--- config.mk ---
export PLATFORM = sky130hd
export DESIGN_NAME = memap_bus_master
export DESIGN_NICKNAME = d
export VERILOG_FILES = /design/src/rtl/memap_pkg.sv /design/src/rtl/memap_decode.sv /design/src/rtl/memap_regs.sv /design/src/rtl/memap_seq.sv /design/src/rtl/memap_bus_master.sv
export SDC_FILE = /design/constraint.sdc
export NUM_CORES = 1
export LEC_CHECK = 0
export BUFFER_PORTS_ARGS = -buffer_cell sky130_fd_sc_hd__buf_2
export CORE_MARGIN = 4
export CORE_UTILIZATION = 29
export CTS_BUF_LIST = sky130_fd_sc_hd__clkbuf_4 sky130_fd_sc_hd__clkbuf_8
export CTS_CLUSTER_SIZE = 25
export DETAILED_ROUTE_END_ITERATION = 7
export GPL_TIMING_DRIVEN = 0
export MAX_ROUTING_LAYER = met4
export SKIP_CTS_REPAIR_TIMING = 1
export SLEW_MARGIN = 5
export SYNTH_ARGS = -nofsm -noshare
export SYNTH_HDL_FRONTEND = slang
export SYNTH_SLANG_ARGS = --single-unit
--- constraint.sdc ---
create_clock -name clk -period 5.1 [get_ports clk]
set_input_delay 0.255 -clock clk [delete_from_list [all_inputs] [get_ports clk]]
set_output_delay 0.255 -clock clk [all_outputs]
set_load 0.05 [all_outputs]
--- src/rtl/memap_pkg.sv ---
package memap_pkg;

    typedef enum logic [1:0] {
        ST_IDLE,
        ST_REG_ACK,
        ST_BUS_WAIT,
        ST_BUS_ACK
    } seq_state_e;

    typedef enum logic [2:0] {
        K_NONE,
        K_CSW,
        K_TAR,
        K_DRW,
        K_BD,
        K_CFG,
        K_BASE,
        K_IDR
    } reg_kind_e;

    localparam logic [1:0] SZ_BYTE = 2'd0;
    localparam logic [1:0] SZ_HALF = 2'd1;
    localparam logic [1:0] SZ_WORD = 2'd2;

    // Control-word size code to bus size; reserved codes run as words.
    function automatic logic [1:0] code_to_size(input logic [2:0] code);
        case (code)
            3'b000:  return SZ_BYTE;
            3'b001:  return SZ_HALF;
            default: return SZ_WORD;
        endcase
    endfunction

    function automatic logic [31:0] size_mask(input logic [1:0] sz);
        case (sz)
            SZ_BYTE: return 32'h0000_00FF;
            SZ_HALF: return 32'h0000_FFFF;
            default: return 32'hFFFF_FFFF;
        endcase
    endfunction

endpackage

--- src/rtl/memap_decode.sv ---
module memap_decode #(
    parameter int BANK_W = 4
) (
    input  logic [BANK_W-1:0]      bank,
    input  logic [1:0]             off,
    output memap_pkg::reg_kind_e   kind
);
    import memap_pkg::*;

    localparam logic [BANK_W-1:0] BANK_MAIN = BANK_W'(0);
    localparam logic [BANK_W-1:0] BANK_WIN  = BANK_W'(1);
    localparam logic [BANK_W-1:0] BANK_INFO = {BANK_W{1'b1}};

    always_comb begin
        kind = K_NONE;
        if (bank == BANK_MAIN) begin
            unique case (off)
                2'd0: kind = K_CSW;
                2'd1: kind = K_TAR;
                2'd3: kind = K_DRW;
                default: kind = K_NONE;
            endcase
        end else if (bank == BANK_WIN) begin
            kind = K_BD;
        end else if (bank == BANK_INFO) begin
            unique case (off)
                2'd1: kind = K_CFG;
                2'd2: kind = K_BASE;
                2'd3: kind = K_IDR;
                default: kind = K_NONE;
            endcase
        end
    end

endmodule

--- src/rtl/memap_regs.sv ---
module memap_regs #(
    parameter int          AW       = 32,
    parameter logic [31:0] BASE_VAL = 32'h0000_0003,
    parameter logic [31:0] IDR_VAL  = 32'h0477_0001,
    parameter logic        BIG_END  = 1'b0
) (
    input  logic                  clk,
    input  logic                  rst_n,
    input  logic                  wr_en,
    input  memap_pkg::reg_kind_e  wr_kind,
    input  logic [31:0]           wr_data,
    input  memap_pkg::reg_kind_e  rd_kind,
    input  logic                  tar_bump,
    output logic [31:0]           rd_data,
    output logic [AW-1:0]         tar,
    output logic [2:0]            size_code,
    output logic [1:0]            inc_mode
);
    import memap_pkg::*;

    localparam logic [1:0] INC_SINGLE = 2'b01;

    logic [AW-1:0] step;

    always_comb begin
        step = AW'(1) << code_to_size(size_code);
    end

    always_ff @(posedge clk or negedge rst_n) begin
        if (!rst_n) begin
            size_code <= 3'b010;
            inc_mode  <= 2'b00;
            tar       <= '0;
        end else if (wr_en) begin
            if (wr_kind == K_CSW) begin
                size_code <= wr_data[2:0];
                inc_mode  <= wr_data[5:4];
            end else if (wr_kind == K_TAR) begin
                tar <= wr_data[AW-1:0];
            end
        end else if (tar_bump && inc_mode == INC_SINGLE) begin
            tar <= tar + step;
        end
    end

    always_comb begin
        unique case (rd_kind)
            K_CSW:   rd_data = {26'd0, inc_mode, 1'b0, size_code};
            K_TAR:   rd_data = 32'(tar);
            K_CFG:   rd_data = {31'd0, BIG_END};
            K_BASE:  rd_data = BASE_VAL;
            K_IDR:   rd_data = IDR_VAL;
            default: rd_data = 32'd0;
        endcase
    end

    // increment modes other than 01 never move the address
    assert_no_bump_when_off_R6: assert property (@(posedge clk) disable iff (!rst_n)
        (tar_bump && inc_mode != INC_SINGLE && !wr_en) |=> $stable(tar));

    // writes to read-only or unmapped registers leave all state alone
    assert_ro_write_ignored_R9: assert property (@(posedge clk) disable iff (!rst_n)
        (wr_en && wr_kind != K_CSW && wr_kind != K_TAR && !tar_bump)
        |=> ($stable(tar) && $stable(size_code) && $stable(inc_mode)));

endmodule

--- src/rtl/memap_seq.sv ---
module memap_seq #(
    parameter int AW = 32
) (
    input  logic                  clk,
    input  logic                  rst_n,
    input  logic                  req_valid,
    input  logic                  req_rnw,
    input  memap_pkg::reg_kind_e  req_kind,
    input  logic [1:0]            req_off,
    input  logic [31:0]           req_wdata,
    input  logic [31:0]           reg_rdata,
    input  logic [AW-1:0]         tar,
    input  logic [2:0]            size_code,
    output logic                  reg_wr_en,
    output logic                  tar_bump,
    output logic                  bus_req,
    output logic [AW-1:0]         bus_addr,
    output logic [1:0]            bus_size,
    output logic                  bus_we,
    output logic [31:0]           bus_wdata,
    input  logic                  bus_ready,
    input  logic [31:0]           bus_rdata,
    input  logic                  bus_err,
    output logic                  resp_done,
    output logic [31:0]           resp_rdata,
    output logic                  resp_err
);
    import memap_pkg::*;

    seq_state_e state, state_nx;
    reg_kind_e  kind_q;
    logic       we_q, err_q;
    logic [1:0] sz_q;
    logic [AW-1:0] addr_q;
    logic [31:0] wdata_q, rbuf_q;
    logic       accept, is_data;

    assign accept  = (state == ST_IDLE) && req_valid;
    assign is_data = (req_kind == K_DRW) || (req_kind == K_BD);

    always_ff @(posedge clk or negedge rst_n) begin
        if (!rst_n) state <= ST_IDLE;
        else        state <= state_nx;
    end

    always_comb begin
        state_nx = state;
        unique case (state)
            ST_IDLE:     if (accept) state_nx = is_data ? ST_BUS_WAIT : ST_REG_ACK;
            ST_REG_ACK:  state_nx = ST_IDLE;
            ST_BUS_WAIT: if (bus_ready) state_nx = ST_BUS_ACK;
            ST_BUS_ACK:  state_nx = ST_IDLE;
        endcase
    end

    always_ff @(posedge clk or negedge rst_n) begin
        if (!rst_n) begin
            kind_q  <= K_NONE;
            we_q    <= 1'b0;
            err_q   <= 1'b0;
            sz_q    <= SZ_WORD;
            addr_q  <= '0;
            wdata_q <= '0;
            rbuf_q  <= '0;
        end else if (accept) begin
            kind_q  <= req_kind;
            we_q    <= !req_rnw;
            err_q   <= 1'b0;
            wdata_q <= req_wdata;
            addr_q  <= (req_kind == K_BD) ? tar + AW'({req_off, 2'b00}) : tar;
            sz_q    <= (req_kind == K_BD) ? SZ_WORD : code_to_size(size_code);
            rbuf_q  <= (req_rnw && !is_data) ? reg_rdata : 32'd0;
        end else if (state == ST_BUS_WAIT && bus_ready) begin
            err_q  <= bus_err;
            rbuf_q <= (!we_q && !bus_err) ? (bus_rdata & size_mask(sz_q)) : 32'd0;
        end
    end

    always_comb begin
        reg_wr_en  = accept && !req_rnw && !is_data;
        bus_req    = (state == ST_BUS_WAIT);
        bus_addr   = addr_q;
        bus_size   = sz_q;
        bus_we     = we_q;
        bus_wdata  = wdata_q;
        tar_bump   = (state == ST_BUS_WAIT) && bus_ready && !bus_err && (kind_q == K_DRW);
        resp_done  = (state == ST_REG_ACK) || (state == ST_BUS_ACK);
        resp_err   = (state == ST_BUS_ACK) && err_q;
        resp_rdata = rbuf_q;
    end

    // completion is a single-cycle pulse
    assert_done_pulse_R10: assert property (@(posedge clk) disable iff (!rst_n)
        resp_done |=> !resp_done);

    // a stalled request holds steady
    assert_bus_hold_R11: assert property (@(posedge clk) disable iff (!rst_n)
        (bus_req && !bus_ready) |=> (bus_req && $stable(bus_addr) && $stable(bus_we)
                                      && $stable(bus_wdata) && $stable(bus_size)));

    // an error is only reported together with completion
    assert_err_with_done_R8: assert property (@(posedge clk) disable iff (!rst_n)
        resp_err |-> resp_done);

    // only the three legal bus sizes appear
    assert_bus_size_legal_R4: assert property (@(posedge clk) disable iff (!rst_n)
        bus_req |-> (bus_size != 2'd3));

    // a banked-window transfer finishing does not move the address
    assert_bd_keeps_tar_R7: assert property (@(posedge clk) disable iff (!rst_n)
        (state == ST_BUS_WAIT && bus_ready && kind_q == K_BD) |=> $stable(tar));

endmodule

--- src/rtl/memap_bus_master.sv ---
module memap_bus_master #(
    parameter int          AW       = 32,
    parameter int          BANK_W   = 4,
    parameter logic [31:0] BASE_VAL = 32'h0000_0003,
    parameter logic [31:0] IDR_VAL  = 32'h0477_0001,
    parameter logic        BIG_END  = 1'b0
) (
    input  logic              clk,
    input  logic              rst_n,
    input  logic              req_valid,
    input  logic              req_rnw,
    input  logic [BANK_W-1:0] req_bank,
    input  logic [1:0]        req_off,
    input  logic [31:0]       req_wdata,
    output logic              resp_done,
    output logic [31:0]       resp_rdata,
    output logic              resp_err,
    output logic              bus_req,
    output logic [AW-1:0]     bus_addr,
    output logic [1:0]        bus_size,
    output logic              bus_we,
    output logic [31:0]       bus_wdata,
    input  logic              bus_ready,
    input  logic [31:0]       bus_rdata,
    input  logic              bus_err
);
    import memap_pkg::*;

    reg_kind_e     kind;
    logic [31:0]   reg_rdata;
    logic [AW-1:0] tar;
    logic [2:0]    size_code;
    logic [1:0]    inc_mode;
    logic          reg_wr_en, tar_bump;

    memap_decode #(.BANK_W(BANK_W)) decode_i (
        .bank (req_bank),
        .off  (req_off),
        .kind (kind)
    );

    memap_regs #(
        .AW(AW), .BASE_VAL(BASE_VAL), .IDR_VAL(IDR_VAL), .BIG_END(BIG_END)
    ) regs_i (
        .clk       (clk),
        .rst_n     (rst_n),
        .wr_en     (reg_wr_en),
        .wr_kind   (kind),
        .wr_data   (req_wdata),
        .rd_kind   (kind),
        .tar_bump  (tar_bump),
        .rd_data   (reg_rdata),
        .tar       (tar),
        .size_code (size_code),
        .inc_mode  (inc_mode)
    );

    memap_seq #(.AW(AW)) seq_i (
        .clk        (clk),
        .rst_n      (rst_n),
        .req_valid  (req_valid),
        .req_rnw    (req_rnw),
        .req_kind   (kind),
        .req_off    (req_off),
        .req_wdata  (req_wdata),
        .reg_rdata  (reg_rdata),
        .tar        (tar),
        .size_code  (size_code),
        .reg_wr_en  (reg_wr_en),
        .tar_bump   (tar_bump),
        .bus_req    (bus_req),
        .bus_addr   (bus_addr),
        .bus_size   (bus_size),
        .bus_we     (bus_we),
        .bus_wdata  (bus_wdata),
        .bus_ready  (bus_ready),
        .bus_rdata  (bus_rdata),
        .bus_err    (bus_err),
        .resp_done  (resp_done),
        .resp_rdata (resp_rdata),
        .resp_err   (resp_err)
    );

endmodule

==> results.sh <==
export IMPL_crit_end="regs_i.tar[13]$_DFFE_PN0P_"
export IMPL_ys_flop_type="dfrtp_1"
export IMPL_design_core_area_sq_um=25200
export IMPL_fin_cells=1379
export IMPL_initial_core_util=0.294
export IMPL_drive_gt1_frac=0.243
export IMPL_ys_types=69
export IMPL_path_class="flop to flop"
export IMPL_finalSetupViolations=0
export IMPL_vias=7159
export IMPL_syn_mean_instance_area_sq_um=8.82
export IMPL_r2r_end="regs_i.tar[13]$_DFFE_PN0P_"
export IMPL_crit_path_end_kind="flop"
export IMPL_post_route_min_period_ps=3230
export IMPL_finClkSkew_ps=13.6
export IMPL_drt_iter0_markers=724
export IMPL_viasPerCell=5.19
export IMPL_final_cell_area_sq_um=9140
export IMPL_wl_um=27100
export IMPL_nNetsFinal=1124
export IMPL_grt_max_degree=81
export IMPL_power_leakage_nw=4.27
export IMPL_wire_per_inst_um=19.6
export IMPL_maxClockFrequency_ghz=0.310
export IMPL_cts_tree="yes"
export IMPL_seq_area_sq_um=3560
export IMPL_die_h_um=168
export IMPL_drtAntennaViolNets=0
export IMPL_synthCells=839
export IMPL_clockBufferDepth=2
export IMPL_netlist_area_sq_um=7400
export IMPL_hold_depth=3
export IMPL_cp_startpoint="regs_i.size_code[1]$_DFFE_PN1P_"
export IMPL_ys_warn_count=0
export IMPL_synth_edf_count=0
export IMPL_cellPowerDensity_nw_per_um2=415
export IMPL_synthToLayoutAreaGrowth_pct=23.4
export IMPL_firstDrtPassIters=5
export IMPL_io_buffer_count=176
export IMPL_num_rows=58
export IMPL_clock_latency_ps=460
export IMPL_die_w_um=168
export IMPL_layout_commonest_cell="buf_2"
export IMPL_async_flop_share=1.00
export IMPL_hpwlAfterDp_um=20700
export IMPL_place_area_sq_um=8730
export IMPL_maxSlewHeadroom=0.400
export IMPL_utilization=0.363
export IMPL_vdd_ir_drop_worst_uv=232
export IMPL_synth_top_area_share=0.473
export IMPL_hold_path_class="input pin to flop"
export IMPL_cts_root_buffer="clkbuf_8"
export IMPL_critPathMaxFanout=10
export IMPL_synth_seq_area_share=0.480
export IMPL_cts_sinks=142
export IMPL_power_total_mw=3.79
export IMPL_grt_pass1_wl_um=42300
export IMPL_drv_slew=0
export IMPL_hold_viol_final=0
export IMPL_maxCapViolations=0
export IMPL_rsz0062_at_grt="no"
export IMPL_synth_area_top_cells="dfrtp_1, nand2_1, nor2_1, o21ai_0, a21oi_1"
export IMPL_period_share=0.633
export IMPL_route_detailed_drc=0
export IMPL_antenna_found_initial=0
export IMPL_grt_overflow_total=0
export IMPL_multi_input_area_sq_um=3530
export IMPL_most_common_layout_cells="buf_2, nand2_1, dfrtp_1"
export IMPL_clkTransAtPathRegs_ps=90
export IMPL_synth_seq_cells=142
export IMPL_ctsHtreeMaxLevel=4
export IMPL_r2r_setup_slack_ps=1870
export IMPL_grtUsageTotal=0.198
export IMPL_whs_ps=18.3
export IMPL_setup_ws_ps=1870
export IMPL_syn_nets=927
export IMPL_cts_made_buffers=17
export IMPL_cp_data_required_time_ps=5400
export IMPL_outcome="finished clean"
export IMPL_dieArea_sq_um=28100
export IMPL_antennaDiodeCount=0
export IMPL_post_place_ws_ps=1970
export IMPL_worstSetupStartpointType="flop"
export IMPL_gp_congestion=0.924
export IMPL_setup_tns_ps=0
export IMPL_synth_top_area_cell="dfrtp_1"
export IMPL_fillers=2605
export IMPL_rr_startpoint="regs_i.size_code[1]$_DFFE_PN1P_"
export IMPL_dp_cells=1346
export IMPL_reg2reg_depth=10
export IMPL_cp_arrival_ps=3530
export IMPL_top_level_ports=178
export IMPL_grt_pass1_vias=7103
export IMPL_worstMarginPinSlew_ps=892
[critical path: stages, from the launching register on]
cell and delay, ps:
dfstp_2 570, nor2_1 80, nand2_1 120, inv_1 80
ha_1 270, a21oi_1 70, o31ai_1 680, nand3_1 250
clkbuf_1 340, o311ai_0 410, o311ai_0 210
[logic make-up (layout without fill, tap and decap cells)]
group / Yosys count / in the layout / synth area share
muxes: 10 / 10 / 0.0147
AOI/OAI and AO/OA: 197 / 197 / 0.172
adders and majority gates: 12 / 12 / 0.0223
xor gates and xnor gates: 29 / 29 / 0.0343
and+or+nand+nor: 378 / 378 / 0.233
buffers and inverters: 70 / 280 / 0.0428
other: 1 / 1 / 0.000507
DFF: 142 / 142 / 0.480
[cell type report]
cell class,count,area share
flip-flops and latches,142,0.389
multi-input cells,627,0.386
repair buffers,178,0.102
well taps,330,0.0452
plain buffers,58,0.0297
clock buffers,19,0.0273
clock inverters,13,0.0156
inverters,12,0.00493
[cell usage after synthesis, drive strengths merged, types with 3 or more instances]
cell type / number
ha: 10
nor4: 10
o311ai: 9
dfrtp: 140
and2: 5
a21oi: 44
or4: 4
nand2: 178
clkbuf: 37
xnor2: 25
buf: 21
a211oi: 6
a22oi: 13
and4: 4
o21bai: 4
o21ai: 64
nor2b: 3
o211ai: 6
o22ai: 4
nand3: 23
nor2: 91
a221oi: 20
nor3: 19
nand4: 11
inv: 12
xor2: 4
a31oi: 7
mux2i: 3
mux2: 7
and3: 17
[metal layers]
| layer | up-vias | track usage | part of all wire |
|---|---|---|---|
| li1 | 3341 | - | - |
| met1 | 3450 | 0.287 | 0.48 |
| met2 | 337 | 0.289 | 0.43 |
| met3 | 31 | 0.0317 | 0.070 |
| met4 | 0 | 0.0550 | 0.020 |
| met5 | - | - | 0 |
[worst min-delay path by stage]
| stage | start | end | slack [ps] |
|---|---|---|---|
| 2_1_floorplan | rst_n | regs_i.inc_mode[0]$_DFFE_PN0P_ | -40 |
| 3_3_place_gp | seq_i.bus_wdata[0]$_DFFE_PN0P_ | seq_i.bus_wdata[0]$_DFFE_PN0P_ | 450 |
| 3_5_place_dp | rst_n | seq_i.bus_wdata[0]$_DFFE_PN0P_ | 250 |
| 4_1_cts | rst_n | seq_i.bus_wdata[3]$_DFFE_PN0P_ | -260 |
| 5_1_grt | req_wdata[27] | seq_i.bus_wdata[27]$_DFFE_PN0P_ | 20 |
| 6_report | req_wdata[27] | seq_i.bus_wdata[27]$_DFFE_PN0P_ | 20 |
[sequential cells by signal (all words and copies together) (netlist names)]
| name | flops |
|---|---|
| regs_i.size_code | 3 |
| seq_i.bus_wdata | 32 |
| regs_i.tar | 32 |
| seq_i.bus_we | 1 |
| seq_i.bus_addr | 32 |
| seq_i.bus_size | 2 |
| regs_i.inc_mode | 2 |
| seq_i.resp_rdata | 32 |
| seq_i.err_q | 1 |
| seq_i.kind_q | 3 |
| seq_i.state | 2 |
[where the power goes]
part | switching, mW | internal, mW | total [mW]
clock network | 0.466 | 0.447 | 0.913
logic | 1.09 | 0.319 | 1.41
registers | 0.137 | 1.33 | 1.47
No activity file was read; power rests on OpenSTA's default activity.
